## config.mk

```make
export PLATFORM = sky130hd
export DESIGN_NAME = rename_status_table
export DESIGN_NICKNAME = d
export VERILOG_FILES = /design/src/rtl/rrt_pkg.sv /design/src/rtl/rrt_tag_table.sv /design/src/rtl/rrt_result_match.sv /design/src/rtl/rrt_src_port.sv /design/src/rtl/rename_status_table.sv
export SDC_FILE = /design/constraint.sdc
export NUM_CORES = 1
export LEC_CHECK = 0
export BUFFER_PORTS_ARGS = -buffer_cell sky130_fd_sc_hd__buf_2
export CAP_MARGIN = 40
export CORE_MARGIN = 3
export CORE_UTILIZATION = 33
export CTS_BUF_LIST = sky130_fd_sc_hd__clkbuf_8
export CTS_CLUSTER_DIAMETER = 200
export DETAILED_ROUTE_END_ITERATION = 6
export HOLD_SLACK_MARGIN = 0.06
export PLACE_DENSITY = 0.57
export SYNTH_ARGS = -nofsm -noshare
export SYNTH_HDL_FRONTEND = slang
export SYNTH_SLANG_ARGS = --single-unit
```

## constraint.sdc

```tcl
create_clock -name clk -period 4.8 [get_ports clk]
set_input_delay 0.24 -clock clk [delete_from_list [all_inputs] [get_ports clk]]
set_output_delay 0.24 -clock clk [all_outputs]
set_load 0.005 [all_outputs]
```

## src/rtl/rrt_pkg.sv

```systemverilog
package rrt_pkg;
  localparam int RRT_NUM_REGS = 32;
  localparam int RRT_DATA_W   = 64;
  localparam int RRT_TAG_W    = 4;
  localparam int RRT_NUM_SRC  = 2;

  // Where a source lookup takes its answer from
  typedef enum logic [1:0] {
    SRC_FILE    = 2'd0,
    SRC_PENDING = 2'd1,
    SRC_BYPASS  = 2'd2
  } rrt_src_kind_e;
endpackage

```

## src/rtl/rrt_tag_table.sv

```systemverilog
module rrt_tag_table #(
  parameter int NUM_REGS = rrt_pkg::RRT_NUM_REGS,
  parameter int TAG_W    = rrt_pkg::RRT_TAG_W,
  localparam int AW      = $clog2(NUM_REGS)
) (
  input  logic                      clk,
  input  logic                      rst_n,
  input  logic                      alloc_en,
  input  logic [AW-1:0]             alloc_idx,
  input  logic [TAG_W-1:0]          alloc_tag,
  input  logic [NUM_REGS-1:0]       clr_vec,
  output logic [NUM_REGS*TAG_W-1:0] tags_flat
);
  logic [TAG_W-1:0] tag_q [NUM_REGS];
  logic [TAG_W-1:0] tag_d [NUM_REGS];
  logic             tag_en [NUM_REGS];

  for (genvar r = 0; r < NUM_REGS; r++) begin : g_entry
    // Next state: allocation takes precedence over a clear in the same cycle
    always_comb begin
      tag_en[r] = 1'b0;
      tag_d[r]  = tag_q[r];
      if (clr_vec[r]) begin
        tag_en[r] = 1'b1;
        tag_d[r]  = '0;
      end
      if (alloc_en && (alloc_idx == AW'(r))) begin
        tag_en[r] = 1'b1;
        tag_d[r]  = alloc_tag;
      end
    end

    always_ff @(posedge clk or negedge rst_n) begin
      if (!rst_n) begin
        tag_q[r] <= '0;
      end else if (tag_en[r]) begin
        tag_q[r] <= tag_d[r];
      end
    end

    assign tags_flat[r*TAG_W +: TAG_W] = tag_q[r];
  end
endmodule

```

## src/rtl/rrt_result_match.sv

```systemverilog
module rrt_result_match #(
  parameter int NUM_REGS = rrt_pkg::RRT_NUM_REGS,
  parameter int TAG_W    = rrt_pkg::RRT_TAG_W,
  parameter int DATA_W   = rrt_pkg::RRT_DATA_W,
  localparam int AW      = $clog2(NUM_REGS)
) (
  input  logic [NUM_REGS*TAG_W-1:0] tags_flat,
  input  logic                      bus_valid,
  input  logic [TAG_W-1:0]          bus_tag,
  input  logic [DATA_W-1:0]         bus_data,
  output logic [NUM_REGS-1:0]       hit_vec,
  output logic                      wr_en,
  output logic [AW-1:0]             wr_addr,
  output logic [DATA_W-1:0]         wr_data
);
  logic bus_live;
  assign bus_live = bus_valid && (bus_tag != '0);

  for (genvar r = 0; r < NUM_REGS; r++) begin : g_cmp
    assign hit_vec[r] = bus_live && (tags_flat[r*TAG_W +: TAG_W] == bus_tag);
  end

  // Lowest matching index wins; at most one match is expected
  always_comb begin
    wr_addr = '0;
    for (int r = NUM_REGS - 1; r >= 0; r--) begin
      if (hit_vec[r]) wr_addr = AW'(r);
    end
  end

  assign wr_en   = |hit_vec;
  assign wr_data = bus_data;
endmodule

```

## src/rtl/rrt_src_port.sv

```systemverilog
module rrt_src_port #(
  parameter int NUM_REGS = rrt_pkg::RRT_NUM_REGS,
  parameter int TAG_W    = rrt_pkg::RRT_TAG_W,
  parameter int DATA_W   = rrt_pkg::RRT_DATA_W,
  localparam int AW      = $clog2(NUM_REGS)
) (
  input  logic [NUM_REGS*TAG_W-1:0] tags_flat,
  input  logic [AW-1:0]             src_idx,
  input  logic [DATA_W-1:0]         file_data,
  input  logic                      bus_valid,
  input  logic [TAG_W-1:0]          bus_tag,
  input  logic [DATA_W-1:0]         bus_data,
  output logic [DATA_W-1:0]         op_value,
  output logic [TAG_W-1:0]          op_tag
);
  import rrt_pkg::*;

  logic [TAG_W-1:0] cur_tag;
  rrt_src_kind_e    kind;

  assign cur_tag = tags_flat[int'(src_idx)*TAG_W +: TAG_W];

  always_comb begin
    if (cur_tag == '0) begin
      kind = SRC_FILE;
    end else if (bus_valid && (bus_tag == cur_tag)) begin
      kind = SRC_BYPASS;
    end else begin
      kind = SRC_PENDING;
    end
  end

  always_comb begin
    case (kind)
      SRC_FILE: begin
        op_value = file_data;
        op_tag   = '0;
      end
      SRC_BYPASS: begin
        op_value = bus_data;
        op_tag   = '0;
      end
      default: begin
        op_value = '0;
        op_tag   = cur_tag;
      end
    endcase
  end
endmodule

```

## src/rtl/rename_status_table.sv

```systemverilog
module rename_status_table #(
  parameter int NUM_REGS = rrt_pkg::RRT_NUM_REGS,
  parameter int TAG_W    = rrt_pkg::RRT_TAG_W,
  parameter int DATA_W   = rrt_pkg::RRT_DATA_W,
  localparam int AW      = $clog2(NUM_REGS),
  localparam int NSRC    = rrt_pkg::RRT_NUM_SRC
) (
  input  logic              clk,
  input  logic              rst_n,
  input  logic              iss_valid,
  input  logic [AW-1:0]     iss_src_a,
  input  logic [AW-1:0]     iss_src_b,
  input  logic              iss_dst_en,
  input  logic [AW-1:0]     iss_dst,
  input  logic [TAG_W-1:0]  iss_tag,
  output logic [DATA_W-1:0] opa_value,
  output logic [TAG_W-1:0]  opa_tag,
  output logic [DATA_W-1:0] opb_value,
  output logic [TAG_W-1:0]  opb_tag,
  input  logic              cdb_valid,
  input  logic [TAG_W-1:0]  cdb_tag,
  input  logic [DATA_W-1:0] cdb_data,
  output logic [AW-1:0]     rf_rd_addr_a,
  input  logic [DATA_W-1:0] rf_rd_data_a,
  output logic [AW-1:0]     rf_rd_addr_b,
  input  logic [DATA_W-1:0] rf_rd_data_b,
  output logic              rf_wr_en,
  output logic [AW-1:0]     rf_wr_addr,
  output logic [DATA_W-1:0] rf_wr_data
);
  // Reset: asserted asynchronously, released on a clock edge
  logic rst_meta_q, rst_sync_q;
  always_ff @(posedge clk or negedge rst_n) begin
    if (!rst_n) begin
      rst_meta_q <= 1'b0;
      rst_sync_q <= 1'b0;
    end else begin
      rst_meta_q <= 1'b1;
      rst_sync_q <= rst_meta_q;
    end
  end

  logic [NUM_REGS*TAG_W-1:0] tags_flat;
  logic [NUM_REGS-1:0]       hit_vec;
  logic                      alloc_en;

  assign alloc_en = iss_valid && iss_dst_en && (iss_tag != '0);

  rrt_tag_table #(.NUM_REGS(NUM_REGS), .TAG_W(TAG_W)) u_table (
    .clk       (clk),
    .rst_n     (rst_sync_q),
    .alloc_en  (alloc_en),
    .alloc_idx (iss_dst),
    .alloc_tag (iss_tag),
    .clr_vec   (hit_vec),
    .tags_flat (tags_flat)
  );

  rrt_result_match #(.NUM_REGS(NUM_REGS), .TAG_W(TAG_W), .DATA_W(DATA_W)) u_match (
    .tags_flat (tags_flat),
    .bus_valid (cdb_valid),
    .bus_tag   (cdb_tag),
    .bus_data  (cdb_data),
    .hit_vec   (hit_vec),
    .wr_en     (rf_wr_en),
    .wr_addr   (rf_wr_addr),
    .wr_data   (rf_wr_data)
  );

  logic [AW-1:0]     src_idx [NSRC];
  logic [DATA_W-1:0] src_file [NSRC];
  logic [DATA_W-1:0] src_val [NSRC];
  logic [TAG_W-1:0]  src_tag [NSRC];

  assign src_idx[0]  = iss_src_a;
  assign src_idx[1]  = iss_src_b;
  assign src_file[0] = rf_rd_data_a;
  assign src_file[1] = rf_rd_data_b;

  for (genvar s = 0; s < NSRC; s++) begin : g_src
    rrt_src_port #(.NUM_REGS(NUM_REGS), .TAG_W(TAG_W), .DATA_W(DATA_W)) u_src (
      .tags_flat (tags_flat),
      .src_idx   (src_idx[s]),
      .file_data (src_file[s]),
      .bus_valid (cdb_valid),
      .bus_tag   (cdb_tag),
      .bus_data  (cdb_data),
      .op_value  (src_val[s]),
      .op_tag    (src_tag[s])
    );
  end

  assign rf_rd_addr_a = iss_src_a;
  assign rf_rd_addr_b = iss_src_b;
  assign opa_value    = src_val[0];
  assign opa_tag      = src_tag[0];
  assign opb_value    = src_val[1];
  assign opb_tag      = src_tag[1];
endmodule

```

==> metrics.md <==
| Metric | Value |
|---|---|
| Root Buffer | `clkbuf_8` |
| Largest net degree at the start of global routing | `84` |
| Netlist Area Pre-Place | `0.0125 mm²` |
| Routability cong. | `1.06` |
| Clock Power Share | `0.163` |
| Core Area | `0.0370 mm²` |
| First-pass GRT wire length | `94.1 mm` |
| Detailed placer's ending HPWL | `52.9 mm` |
| Fin crit share | `0.885` |
| Clock Tree Buf Depth | `2` |
| WL per Instance | `around 27 µm` |
| Slowest stage delay, CP | `0.76 ns` |
| CTS sink cnt | `130` |
| Clk_lat worst skew | `approximately 0.46 ns` |
| Ports | `between 400 and 500` |
| Clock slew at reported path FFs | `0.09 ns` |
| Relative slew margins | `0.333` |
| Final Hold Vio Count | `0` |
| Gr usage total | `0.314` |
| Hold crit path type | `register to async pin` |
| Crit path max fanout | `27` |
| Switching share of total power | `0.464` |
| CP delay by family, top | `simple AND/OR/NAND/NOR gates` |
| P per Cell Area | `approximately 380 mW/mm²` |
| Initial antenna violation count | `10` |
| IO Port Bufs | `about 440` |
| Required time worst endpoint | `around 4.6 ns` |
| Maximum vdd drop | `0.221 mV` |
| Post-synth ARST share | `1.00` |
| Slew Limit Fails | `0` |
| Max-Cap Viols | `0` |
| Slew @ Worst Pin | `between 0.9 and 1 ns` |
| Layout cell share with drive strength beyond 1 | `0.317` |
| Min Tclk post-route | `around 4.2 ns` |
| H-tree depth | `4` |
| Crit path DAT | `4.01 ns` |
| Layout area overhead | `21.0%` |
| Worst Path Buf+Inv | `3` |
| Synth warn | `0` |
| Fin nets | `2136` |
| Post-route DRC | `0` |
| Vias in the first global route | `12800` |
| Mapped Nets | `between 1500 and 2000` |
| Die Span Y | `around 200 µm` |
| Die X | `201 µm` |
| Final TNS setup | `0 ns` |
| Power Total | `5790 µW` |
| Vias post-DR | `approximately 14000` |
| Synth Flop Type | `dfrtp_1` |
| TritonCTS buffer count | `17` |
| CTS tree | `built` |
| Grt total ovfl | `0` |
| EDFF count, synth | `0` |
| Register area share after synthesis | `0.260` |
| Cell count after synthesis | `1594` |
| Sequential Power Share | `0.346` |
| Worst setup SP type | `register` |
| Worst Setup End Kind | `primary output` |
| Layout Skew | `0.00984 ns` |
| DR pass1 iterations | `5` |
| Internal cell power | `3100 µW` |
| Area after DPL | `0.0147 mm²` |
| Total die area | `between 0.04 and 0.05 mm²` |
| Total Wirelength | `about 65 mm` |
| Synthesis-stage register bit count | `130` |
| First DRT Iteration DRCs | `1504` |
| Layout fillers | `3947` |
| FP Rows | `70` |
| P_leak | `around 0.0070 µW` |
| Library cells used by synthesis | `53` |
| Critical Path Slowest Stage Cell | `or4_4` |
| WS Path Type | `register to primary output` |
| Vias per Instance | `5.55` |
| RSZ-0062 raised after global routing | `no` |
| CP Cell Sequence | `mux4_2 -> mux2_2 -> a2bb2oi_2 -> nand3_2 -> xor2_1 -> or4_4 -> buf_12 -> buf_4 -> o31ai_1 -> buf_2` |
| Setup violators final | `0` |
| Final ANT Viol Nets | `0` |
| Status | `finished clean` |
| Upper clock frequency limit | `235 MHz` |
| Fin area | `about 0.015 mm²` |
| Sw power | `around 2700 µW` |
| Starting Density | `0.339` |
| Synthesized area per cell | `7.86 µm²` |
| Flop-to-flop setup slack | `3.01 ns` |
| Gate power share | `0.491` |
-- metrics by stage --
stage          std cells  hold slack (ns)  utilization  worst slack, ns
2_1_floorplan       1594          -0.0556            -            0.910
3_3_place_gp        2392           0.0258        0.397            0.845
3_5_place_dp        2397           0.0281        0.399            0.802
4_1_cts             2431            0.303        0.409            0.569
5_1_grt             2436            0.331        0.410            0.440
6_report            2438            0.277        0.410            0.553
-- cell usage after synthesis (33+ instances only) --
master | number | area, µm²
xnor2_1 | 79 | 692
nor2_1 | 47 | 176
o21ai_0 | 54 | 270
o31ai_2 | 60 | 751
clkbuf_1 | 70 | 263
buf_4 | 77 | 578
nor3_1 | 37 | 185
inv_1 | 95 | 357
mux2i_1 | 95 | 951
dfrtp_1 | 130 | 3250
o31ai_1 | 157 | 1180
a22oi_1 | 33 | 248
nand2_1 | 373 | 1400
nand3_1 | 44 | 220
xor2_1 | 57 | 499
-- layout by cell type (no fill, tap or decap), types with 5 or more instances in the layout --
cell type | synthesis | routed
xnor2_1 | 79 | 79
a21boi_0 | 5 | 5
a221oi_1 | 7 | 7
dfrtp_1 | 130 | 129
o31ai_2 | 60 | 60
nor3_1 | 37 | 37
xor2_1 | 57 | 57
o21ai_0 | 54 | 54
nor2_1 | 47 | 47
o31ai_1 | 157 | 157
inv_1 | 95 | 95
nand3_1 | 44 | 44
diode_2 | 0 | 5
nand2b_1 | 13 | 13
clkbuf_8 | 0 | 18
nor2b_1 | 7 | 7
buf_4 | 77 | 47
buf_12 | 0 | 6
nand2_1 | 373 | 373
nand4_1 | 14 | 14
buf_2 | 29 | 437
nor4_1 | 9 | 7
mux2i_1 | 95 | 95
o211ai_1 | 10 | 10
a21oi_1 | 19 | 19
a22oi_1 | 33 | 33
mux4_2 | 16 | 16
-- power by group through the flow --
stage | Combinational, µW | Sequential, µW | Clock, µW
floorplan | 1870 | 1760 | 0
global placement | 2780 | 2000 | 0
detailed placement | 2820 | 2000 | 0
CTS | 2830 | 1980 | 951
global route | 3110 | 2030 | 1000
finish | 2840 | 2000 | 945
-- what timing repair did --
action,CTS,global route
endpoints found under the hold margin,2,0
hold buffers,2,0
gates resized for setup,0,0
buffers inserted,0,0
-- worst reg2reg max path, cell delays in order, from the launching register on --
cell	delay (ns)
dfrtp_1	0.47
xnor2_1	0.19
nand3_1	0.09
nor3_1	0.72
o31ai_1	0.17
-- sequential cells by signal, indices dropped and copies added (netlist names) --
| name | flops |
|---|---|
| u_table.tags_flat | 128 |
| rst_meta_q | 1 |
| rst_sync_q | 1 |
-- routing by layer --
metal,share of wire,wire [µm],up-vias,GRT usage
li1,-,-,6174,-
met1,0.43,27900,6610,0.432
met2,0.44,29000,677,0.486
met3,0.11,7400,63,0.105
met4,0.017,1090,4,0.0555
met5,0.00044,29,-,0
-- logic make-up after synthesis --
kind of cell              share of synthesized area
AOI/OAI and AO/OA                             0.230
xor gates and xnor gates                     0.0951
other                                      0.000299
and+or+nand+nor                               0.192
buffers and inverters                         0.117
DFF                                           0.260
muxes                                         0.106
-- path summary, 6_finish.rpt --
kind | from | to | cells past startpoint
max in group asynchronous | rst_sync_q | u_table.tags_flat[96] | 1
worst min register to register | rst_sync_q | u_table.tags_flat[22] | 0
worst min-delay path | rst_sync_q | u_table.tags_flat[22] | 0
worst max register to register | u_table.tags_flat[29] | u_table.tags_flat[28] | 4
min in group clk | rst_meta_q | rst_sync_q | 0
worst max-delay path | u_table.tags_flat[22] | opb_value[1] | 10
-- area by class of cell --
cell class                      count  area, µm²  share of cell area
Multi-Input combinational cell   1179       7830               0.517
Sequential cell                   130       3260               0.215
Timing Repair Buffer              493       2690               0.177
Tap cell                          504        631              0.0416
Inverter                           95        357              0.0235
Clock buffer                       18        248              0.0164
Clock inverter                     14        129             0.00851
Antenna cell                        5       12.5            0.000826
Note: power is estimated with default switching activity, not from simulation.
